[src/rtl/spdma_pkg.sv]
package spdma_pkg;

  // register word offsets
  localparam logic [2:0] REG_LOCAL   = 3'd0;
  localparam logic [2:0] REG_MAIN    = 3'd1;
  localparam logic [2:0] REG_LEN_IN  = 3'd2;  // start main -> local
  localparam logic [2:0] REG_LEN_OUT = 3'd3;  // start local -> main
  localparam logic [2:0] REG_FULL    = 3'd4;
  localparam logic [2:0] REG_BUSY    = 3'd5;

  typedef enum logic [1:0] {
    ST_IDLE  = 2'd0,
    ST_SETUP = 2'd1,
    ST_RUN   = 2'd2
  } spdmaState_e;

  // control -> datapath strobes
  typedef struct packed {
    logic setup;   // latch pointers and clipped size
    logic issue;   // read one source word this cycle
    logic last;    // this issue is the final word
  } spdmaStrobes_t;

endpackage

[src/rtl/spdma_ctrl.sv]
module spdma_ctrl
  import spdma_pkg::*;
#(
  parameter int IDX_W = 10,
  localparam int CNT_W = IDX_W + 1
) (
  input  logic             clk,
  input  logic             rstN,
  input  logic             start,
  input  logic [CNT_W-1:0] wordCount,
  output spdmaStrobes_t    stb,
  output logic             engaged
);

  spdmaState_e stateQ;
  logic [CNT_W-1:0] remainQ;

  always_comb begin
    stb.setup = (stateQ == ST_SETUP);
    stb.issue = (stateQ == ST_RUN);
    stb.last  = (stateQ == ST_RUN) && (remainQ == CNT_W'(1));
    engaged   = (stateQ != ST_IDLE);
  end

  always_ff @(posedge clk) begin
    if (!rstN) begin
      stateQ  <= ST_IDLE;
      remainQ <= '0;
    end else begin
      unique case (stateQ)
        ST_IDLE: begin
          if (start) stateQ <= ST_SETUP;
        end
        ST_SETUP: begin
          remainQ <= wordCount;
          stateQ  <= ST_RUN;
        end
        ST_RUN: begin
          remainQ <= remainQ - CNT_W'(1);
          if (remainQ == CNT_W'(1)) stateQ <= ST_IDLE;
        end
        default: stateQ <= ST_IDLE;
      endcase
    end
  end

endmodule

[src/rtl/spdma_datapath.sv]
module spdma_datapath
  import spdma_pkg::*;
#(
  parameter int IDX_W   = 10,
  parameter int MAIN_AW = 24,
  localparam int PAGE_BITS = IDX_W + 2,
  localparam int LOCAL_AW  = PAGE_BITS + 1,
  localparam int CNT_W     = IDX_W + 1,
  localparam int MWORD_W   = MAIN_AW - 2
) (
  input  logic               clk,
  input  logic               rstN,
  input  logic               wrAccept,
  input  logic [2:0]         regAddr,
  input  logic [31:0]        regWrData,
  output logic [31:0]        regRdData,
  input  spdmaStrobes_t      stb,
  output logic [CNT_W-1:0]   wordCount,
  output logic               pipeBusy,
  output logic               done,
  output logic [MWORD_W-1:0] mainAddr,
  output logic               mainRdEn,
  input  logic [31:0]        mainRdData,
  output logic               mainWrEn,
  output logic [31:0]        mainWrData,
  output logic [IDX_W-1:0]   dmemAddr,
  output logic               dmemRdEn,
  input  logic [31:0]        dmemRdData,
  output logic               dmemWrEn,
  output logic [31:0]        dmemWrData,
  output logic [IDX_W-1:0]   imemAddr,
  output logic               imemRdEn,
  input  logic [31:0]        imemRdData,
  output logic               imemWrEn,
  output logic [31:0]        imemWrData
);

  // programmable registers
  logic [LOCAL_AW-1:0] localAddrQ;
  logic [MAIN_AW-1:0]  mainAddrQ;
  logic [31:0]         lenQ;
  logic                dirInQ;     // 1: main -> local

  // walking state
  logic [IDX_W-1:0]    idxQ;
  logic                selQ;       // 1: instruction memory
  logic [MWORD_W-1:0]  mainPtrQ;
  logic [LOCAL_AW-1:0] bytesQ;

  // one-stage read-to-write pipe
  logic                pipeValidQ;
  logic                pipeLastQ;
  logic [IDX_W-1:0]    pipeIdxQ;
  logic [MWORD_W-1:0]  pipeMainQ;
  logic                doneQ;

  // size computation and page clip
  logic [CNT_W-1:0]    reqWords;
  logic [LOCAL_AW-1:0] reqBytes;
  logic [LOCAL_AW-1:0] roomBytes;
  logic [LOCAL_AW-1:0] clipBytes;

  always_comb begin
    reqWords  = {1'b0, lenQ[PAGE_BITS-1:2]} + CNT_W'(1);
    reqBytes  = {reqWords, 2'b00};
    roomBytes = LOCAL_AW'(1 << PAGE_BITS) - {1'b0, localAddrQ[PAGE_BITS-1:0]};
    clipBytes = (reqBytes > roomBytes) ? roomBytes : reqBytes;
    wordCount = clipBytes[LOCAL_AW-1:2];
  end

  always_comb begin
    unique case (regAddr)
      REG_LOCAL:   regRdData = 32'(localAddrQ);
      REG_MAIN:    regRdData = 32'(mainAddrQ);
      REG_LEN_IN,
      REG_LEN_OUT: regRdData = lenQ;
      default:     regRdData = '0;  // includes full and busy status
    endcase
  end

  always_ff @(posedge clk) begin
    if (!rstN) begin
      localAddrQ <= '0;
      mainAddrQ  <= '0;
      lenQ       <= '0;
      dirInQ     <= 1'b0;
      idxQ       <= '0;
      selQ       <= 1'b0;
      mainPtrQ   <= '0;
      bytesQ     <= '0;
      pipeValidQ <= 1'b0;
      pipeLastQ  <= 1'b0;
      pipeIdxQ   <= '0;
      pipeMainQ  <= '0;
      doneQ      <= 1'b0;
    end else begin
      if (wrAccept) begin
        unique case (regAddr)
          REG_LOCAL:   localAddrQ <= {regWrData[LOCAL_AW-1:2], 2'b00};
          REG_MAIN:    mainAddrQ  <= {regWrData[MAIN_AW-1:2], 2'b00};
          REG_LEN_IN:  begin lenQ <= regWrData; dirInQ <= 1'b1; end
          REG_LEN_OUT: begin lenQ <= regWrData; dirInQ <= 1'b0; end
          default: ;
        endcase
      end

      if (stb.setup) begin
        idxQ     <= localAddrQ[PAGE_BITS-1:2];
        selQ     <= localAddrQ[PAGE_BITS];
        mainPtrQ <= mainAddrQ[MAIN_AW-1:2];
        bytesQ   <= clipBytes;
      end else if (stb.issue) begin
        idxQ     <= idxQ + IDX_W'(1);
        mainPtrQ <= mainPtrQ + MWORD_W'(1);
      end

      pipeValidQ <= stb.issue;
      pipeLastQ  <= stb.last;
      if (stb.issue) begin
        pipeIdxQ  <= idxQ;
        pipeMainQ <= mainPtrQ;
      end

      doneQ <= pipeValidQ & pipeLastQ;
      if (pipeValidQ & pipeLastQ) localAddrQ <= localAddrQ + bytesQ;
    end
  end

  // per-bank port enables
  logic [1:0] bankRd;
  logic [1:0] bankWr;
  logic [IDX_W-1:0] bankAddr;

  for (genvar b = 0; b < 2; b++) begin : g_bank
    assign bankRd[b] = stb.issue & ~dirInQ & (selQ == 1'(b));
    assign bankWr[b] = pipeValidQ & dirInQ & (selQ == 1'(b));
  end

  logic [31:0] moveData;

  always_comb begin
    bankAddr = dirInQ ? pipeIdxQ : idxQ;
    moveData = dirInQ ? mainRdData : (selQ ? imemRdData : dmemRdData);

    mainAddr   = dirInQ ? mainPtrQ : pipeMainQ;
    mainRdEn   = stb.issue & dirInQ;
    mainWrEn   = pipeValidQ & ~dirInQ;
    mainWrData = moveData;

    dmemAddr   = bankAddr;
    dmemRdEn   = bankRd[0];
    dmemWrEn   = bankWr[0];
    dmemWrData = moveData;

    imemAddr   = bankAddr;
    imemRdEn   = bankRd[1];
    imemWrEn   = bankWr[1];
    imemWrData = moveData;

    pipeBusy   = pipeValidQ;
    done       = doneQ;
  end

endmodule

[src/rtl/spdma_top.sv]
module spdma_top
  import spdma_pkg::*;
#(
  parameter int IDX_W   = 10,
  parameter int MAIN_AW = 24
) (
  input  logic                 clk,
  input  logic                 rstN,
  input  logic                 regWrEn,
  input  logic [2:0]           regAddr,
  input  logic [31:0]          regWrData,
  output logic [31:0]          regRdData,
  output logic                 done,
  output logic [MAIN_AW-3:0]   mainAddr,
  output logic                 mainRdEn,
  input  logic [31:0]          mainRdData,
  output logic                 mainWrEn,
  output logic [31:0]          mainWrData,
  output logic [IDX_W-1:0]     dmemAddr,
  output logic                 dmemRdEn,
  input  logic [31:0]          dmemRdData,
  output logic                 dmemWrEn,
  output logic [31:0]          dmemWrData,
  output logic [IDX_W-1:0]     imemAddr,
  output logic                 imemRdEn,
  input  logic [31:0]          imemRdData,
  output logic                 imemWrEn,
  output logic [31:0]          imemWrData
);

  localparam int CNT_W = IDX_W + 1;

  spdmaStrobes_t    stb;
  logic [CNT_W-1:0] wordCount;
  logic             engaged;
  logic             pipeBusy;
  logic             busy;
  logic             wrAccept;
  logic             start;

  assign busy     = engaged | pipeBusy;
  assign wrAccept = regWrEn & ~busy;
  assign start    = wrAccept & ((regAddr == REG_LEN_IN) | (regAddr == REG_LEN_OUT));

  spdma_ctrl #(.IDX_W(IDX_W)) u_ctrl (
    .clk       (clk),
    .rstN      (rstN),
    .start     (start),
    .wordCount (wordCount),
    .stb       (stb),
    .engaged   (engaged)
  );

  spdma_datapath #(.IDX_W(IDX_W), .MAIN_AW(MAIN_AW)) u_dp (
    .clk        (clk),
    .rstN       (rstN),
    .wrAccept   (wrAccept),
    .regAddr    (regAddr),
    .regWrData  (regWrData),
    .regRdData  (regRdData),
    .stb        (stb),
    .wordCount  (wordCount),
    .pipeBusy   (pipeBusy),
    .done       (done),
    .mainAddr   (mainAddr),
    .mainRdEn   (mainRdEn),
    .mainRdData (mainRdData),
    .mainWrEn   (mainWrEn),
    .mainWrData (mainWrData),
    .dmemAddr   (dmemAddr),
    .dmemRdEn   (dmemRdEn),
    .dmemRdData (dmemRdData),
    .dmemWrEn   (dmemWrEn),
    .dmemWrData (dmemWrData),
    .imemAddr   (imemAddr),
    .imemRdEn   (imemRdEn),
    .imemRdData (imemRdData),
    .imemWrEn   (imemWrEn),
    .imemWrData (imemWrData)
  );

endmodule

[config.mk]
export PLATFORM = sky130hd
export DESIGN_NAME = spdma_top
export DESIGN_NICKNAME = d
export VERILOG_FILES = /design/src/rtl/spdma_pkg.sv /design/src/rtl/spdma_ctrl.sv /design/src/rtl/spdma_datapath.sv /design/src/rtl/spdma_top.sv
export SDC_FILE = /design/constraint.sdc
export NUM_CORES = 1
export LEC_CHECK = 0
export CELL_PAD_IN_SITES_DETAIL_PLACEMENT = 1
export CELL_PAD_IN_SITES_GLOBAL_PLACEMENT = 1
export CORE_MARGIN = 4
export CORE_UTILIZATION = 25
export CTS_CLUSTER_DIAMETER = 60
export DETAILED_ROUTE_END_ITERATION = 12
export PLACE_DENSITY_LB_ADDON = 0.1
export REMOVE_ABC_BUFFERS = 1
export SLEW_MARGIN = 40
export SYNTH_ARGS = -nofsm -noshare
export SYNTH_HDL_FRONTEND = slang
export SYNTH_HIERARCHICAL = 1
export SYNTH_SLANG_ARGS = --single-unit
[constraint.sdc]
create_clock -name clk -period 4.44 [get_ports clk]
set_input_delay 1.11 -clock clk [delete_from_list [all_inputs] [get_ports clk]]
set_output_delay 1.11 -clock clk [all_outputs]
set_load 0.05 [all_outputs]
==> results of run 1 <==
## cell type report
type	instances	area [um2]
multi-input combinational	979	6290
inverter	27	103.9
sequential	162	3248
tap	539	674.4
clock buffer	22	474.2
antenna	1	2.502
fill	4946	27400
clock inverter	8	103.9
timing repair buffer	366	3749
## synthesized netlist by cell type, types with 3 or more instances
cell	count
nand2_1	199
dfxtp_1	162
nor2_1	135
a21oi_1	117
mux2i_1	98
buf_4	86
clkbuf_1	58
o21ai_0	53
mux2_2	35
ha_1	34
a211oi_1	30
xnor2_1	28
inv_1	27
buf_2	25
nand3_1	24
xor2_1	22
nand4_1	19
nor3_1	15
a31oi_1	14
and2_1	14
and3_1	12
nor2b_1	12
a21o_1	11
a211o_1	9
buf_1	9
or3_1	9
and4_1	6
nor4_1	6
a311oi_1	4
nand2b_1	4
o211ai_1	4
a31o_2	3
nor3_2	3
nor4_2	3
o31ai_1	3
## state kept, by name, indices dropped and copies added (netlist names), 10 cells and up
register,count
u_dp/lenQ,32
u_dp/idxQ,10
u_ctrl/remainQ,11
u_dp/pipeIdxQ,10
u_dp/mainPtrQ,22
u_dp/pipeMainQ,22
u_dp/bytesQ,13
u_dp/localAddrQ,13
u_dp/mainAddrQ,22
## per-stage QoR
step                hold slack, ps  power, uW    util  setup slack, ps  TNS, ps
finish                       451.3       5774  0.3484            383.0        0
global route                 470.9       6090  0.3484            218.1        0
CTS                          453.6       5862  0.3483            375.9        0
detailed placement           443.9       4314  0.3346            394.0        0
global placement             437.3       4293  0.3346            391.0        0
floorplan                    431.7       3331       -            -1345  -129260
## layout by cell type (no fill, tap or decap), types with 3 or more instances in the layout
cell	synthesis	final
and4_1	6	6
a31oi_1	14	14
nor2b_1	12	12
o31ai_1	3	3
clkbuf_16	0	17
nor2_1	135	135
nand3_1	24	24
and2_1	14	14
dfxtp_1	162	160
nand2_1	199	199
nor4_1	6	6
a21oi_1	117	117
nand4_1	19	19
a211oi_1	30	30
clkbuf_8	0	3
and3_1	12	12
o21ai_0	53	53
clkdlybuf4s50_1	0	221
nand2b_1	4	4
a311oi_1	4	4
mux2_2	35	35
xnor2_1	28	28
buf_12	0	36
or3_1	9	9
nor3_1	15	15
nor4_2	3	3
buf_4	86	108
inv_1	27	26
a211o_1	9	9
mux2i_1	98	98
a31o_2	3	3
nor3_2	3	3
xor2_1	22	22
a21o_1	11	11
ha_1	34	33
o211ai_1	4	4
## critical path: cells and delay by family
kind | cells | cell delay, ps
buf+inv | 2 | 1370
compound gates | 1 | 400
mux | 1 | 60
## power groups by stage
stage / Combinational, uW / Clock (uW) / Sequential (uW)
after floorplan: 1530 / 0 / 1800
after global placement: 2430 / 0 / 1860
after detailed placement: 2440 / 0 / 1870
after CTS: 2450 / 1570 / 1840
after global routing: 2600 / 1620 / 1870
final: 2430 / 1510 / 1840
## per-layer routing
layer	up-vias	part of all wire	GRT usage
li1	5001	-	-
met1	4971	0.46	0.2353
met2	237	0.48	0.3139
met3	28	0.047	0.03798
met4	2	0.013	0.03912
met5	-	0.00016	0
## logic make-up (layout without fill, tap and decap cells)
kind of cell             count (synthesis)  after routing  share of synthesized area
AO/OA/AOI/OAI                          279            279                     0.1630
XOR/XNOR                                52             52                    0.04420
adder cells (fa/ha/maj)                 35             35                    0.04185
buffers and inverters                  205            423                     0.1056
flip-flops                             162            162                     0.3047
multiplexers                           133            133                     0.1292
other                                    0              1                          0
AND/OR/NAND/NOR                        480            480                     0.2115
## worst min path at each step
stage	cells after the start	endpoint	startpoint	slack, ps
3_3_place_gp	2	u_dp/lenQ[28]$_SDFFE_PN0P_	u_dp/lenQ[28]$_SDFFE_PN0P_	440
6_report	2	u_dp/lenQ[28]$_SDFFE_PN0P_	u_dp/lenQ[28]$_SDFFE_PN0P_	450
5_1_grt	2	u_dp/lenQ[28]$_SDFFE_PN0P_	u_dp/lenQ[28]$_SDFFE_PN0P_	470
3_5_place_dp	2	u_dp/lenQ[28]$_SDFFE_PN0P_	u_dp/lenQ[28]$_SDFFE_PN0P_	440
2_1_floorplan	2	u_dp/lenQ[24]$_SDFFE_PN0P_	u_dp/lenQ[24]$_SDFFE_PN0P_	430
4_1_cts	2	u_dp/lenQ[28]$_SDFFE_PN0P_	u_dp/lenQ[28]$_SDFFE_PN0P_	450
==> results.ini, run 1 <==
[yosys]
synth_area_leaders=dfxtp_1 30%, mux2i_1 9.2%, nand2_1 7.0%
ys_async_sr_fraction=0
synth_flop_cell=dfxtp_1
avgSynthCellArea_um2=7.908
synth-seq-cells=162
seq_area_frac_synth=0.3047
synth_top_area_frac=0.3047
yosysUniqueCellTypes=73
syn_inst=1346
synth-edff-count=0
yosys.area.top_type=dfxtp_1
syn_area_um2=10640
yosysWarnings=6

[worst_setup_path]
crit_fanout=3
critPathLaunchType=input pin
worstPathRequired_ps=3330
reg2reg_from=u_dp/localAddrQ[0]$_SDFFE_PN0P_
slowest_delay_ps=910
worstReg2RegEnd=u_ctrl/remainQ[6]$_SDFFE_PN0P_
worst_setup_path_end_kind=primary output
critPathSlowestCell=clkdlybuf4s50_1
arrival_ps=2950
reg2reg_depth=15
cp_common_cell=clkdlybuf4s50_1
crit_end=imemWrData[24]
r2r_slack_ps=550
path_class=in -> out
crit_chain=clkdlybuf4s50_1 -> mux2i_1 -> o21ai_0 -> clkdlybuf4s50_1
crit_start=dmemRdData[24]

[clocking]
htreeDepth=4
cts.reportedPaths.clkPinSlew_ps=60
clk-insertion-delay-late_ps=440
root_buffer=clkbuf_16
clk_path_buf_depth=2
postCtsHoldBufs=0
cts_setup_buffers=0
cts_tree=yes
cts_made_buffers=17
clkSinkCount=162
cts_resized=0

[pwr]
switching_share=0.4193
intPower_uw=3353
clkPwrFrac=0.262
p_sw_uw=2421
seqPwrFrac=0.318
power.density_nw_per_um2=394.3
pwr-share-comb=0.420
ir_drop_mv=0.2444
p_leak_uw=0.005482

[timing]
post-route-min-period_ps=4057
fmax_mhz=246.5
worst_slew_pin_slew_ps=839.0
grt_setup_unrepaired=no
setup_viol=0
final.setup_skew_ps=9.806
drv_slew=0
hold_violations=0
fin_crit_sh=0.9137
slew_headroom=0.4347

[finish]
final_cells=2104
syn_to_final_growth_pct=37.59
num-nets-final=1722
final_area_um2=14650
drive_gt1_frac=0.1522

[placement]
numPortBuffers=310
placedCellCount=2073
place_congestion=0.8426
place_area_um2=14060
dp_hpwl_um=32940

[global_routing]
grt_pass1_wl_um=66280
first_global_vias=10570
grtUsageTotal=0.1820
antenna_found_initial=2
grt.overflow.total=0
grt_max_degree=72

[detailed_routing]
drt-initial-drc-count=498
antenna_left=0
post-route-drc-count=0
first_pass_iters=4
via_per_inst=4.866
drt_wl_total_um=42810
via_count=10240
post_drt_wl_per_cell_um=20.35

[min_path]
hold_class=reg -> reg

[outcome]
outcome=complete, no violations

[die]
fp.coreArea_um2=42040
start_util=0.2532
rows=75
die_h_um=214.3
ios=311
die-width_um=214.3
die_area_um2=45940

[flow_run]
cap_violations=0

No activity file was read; power rests on OpenSTA's default activity.
==> run 2: changes to the inputs <==
- SETUP_SLACK_MARGIN: default -> 0.1
==> results of run 2 <==
No change in the layout: final DEF, timing and power equal those of run 1.
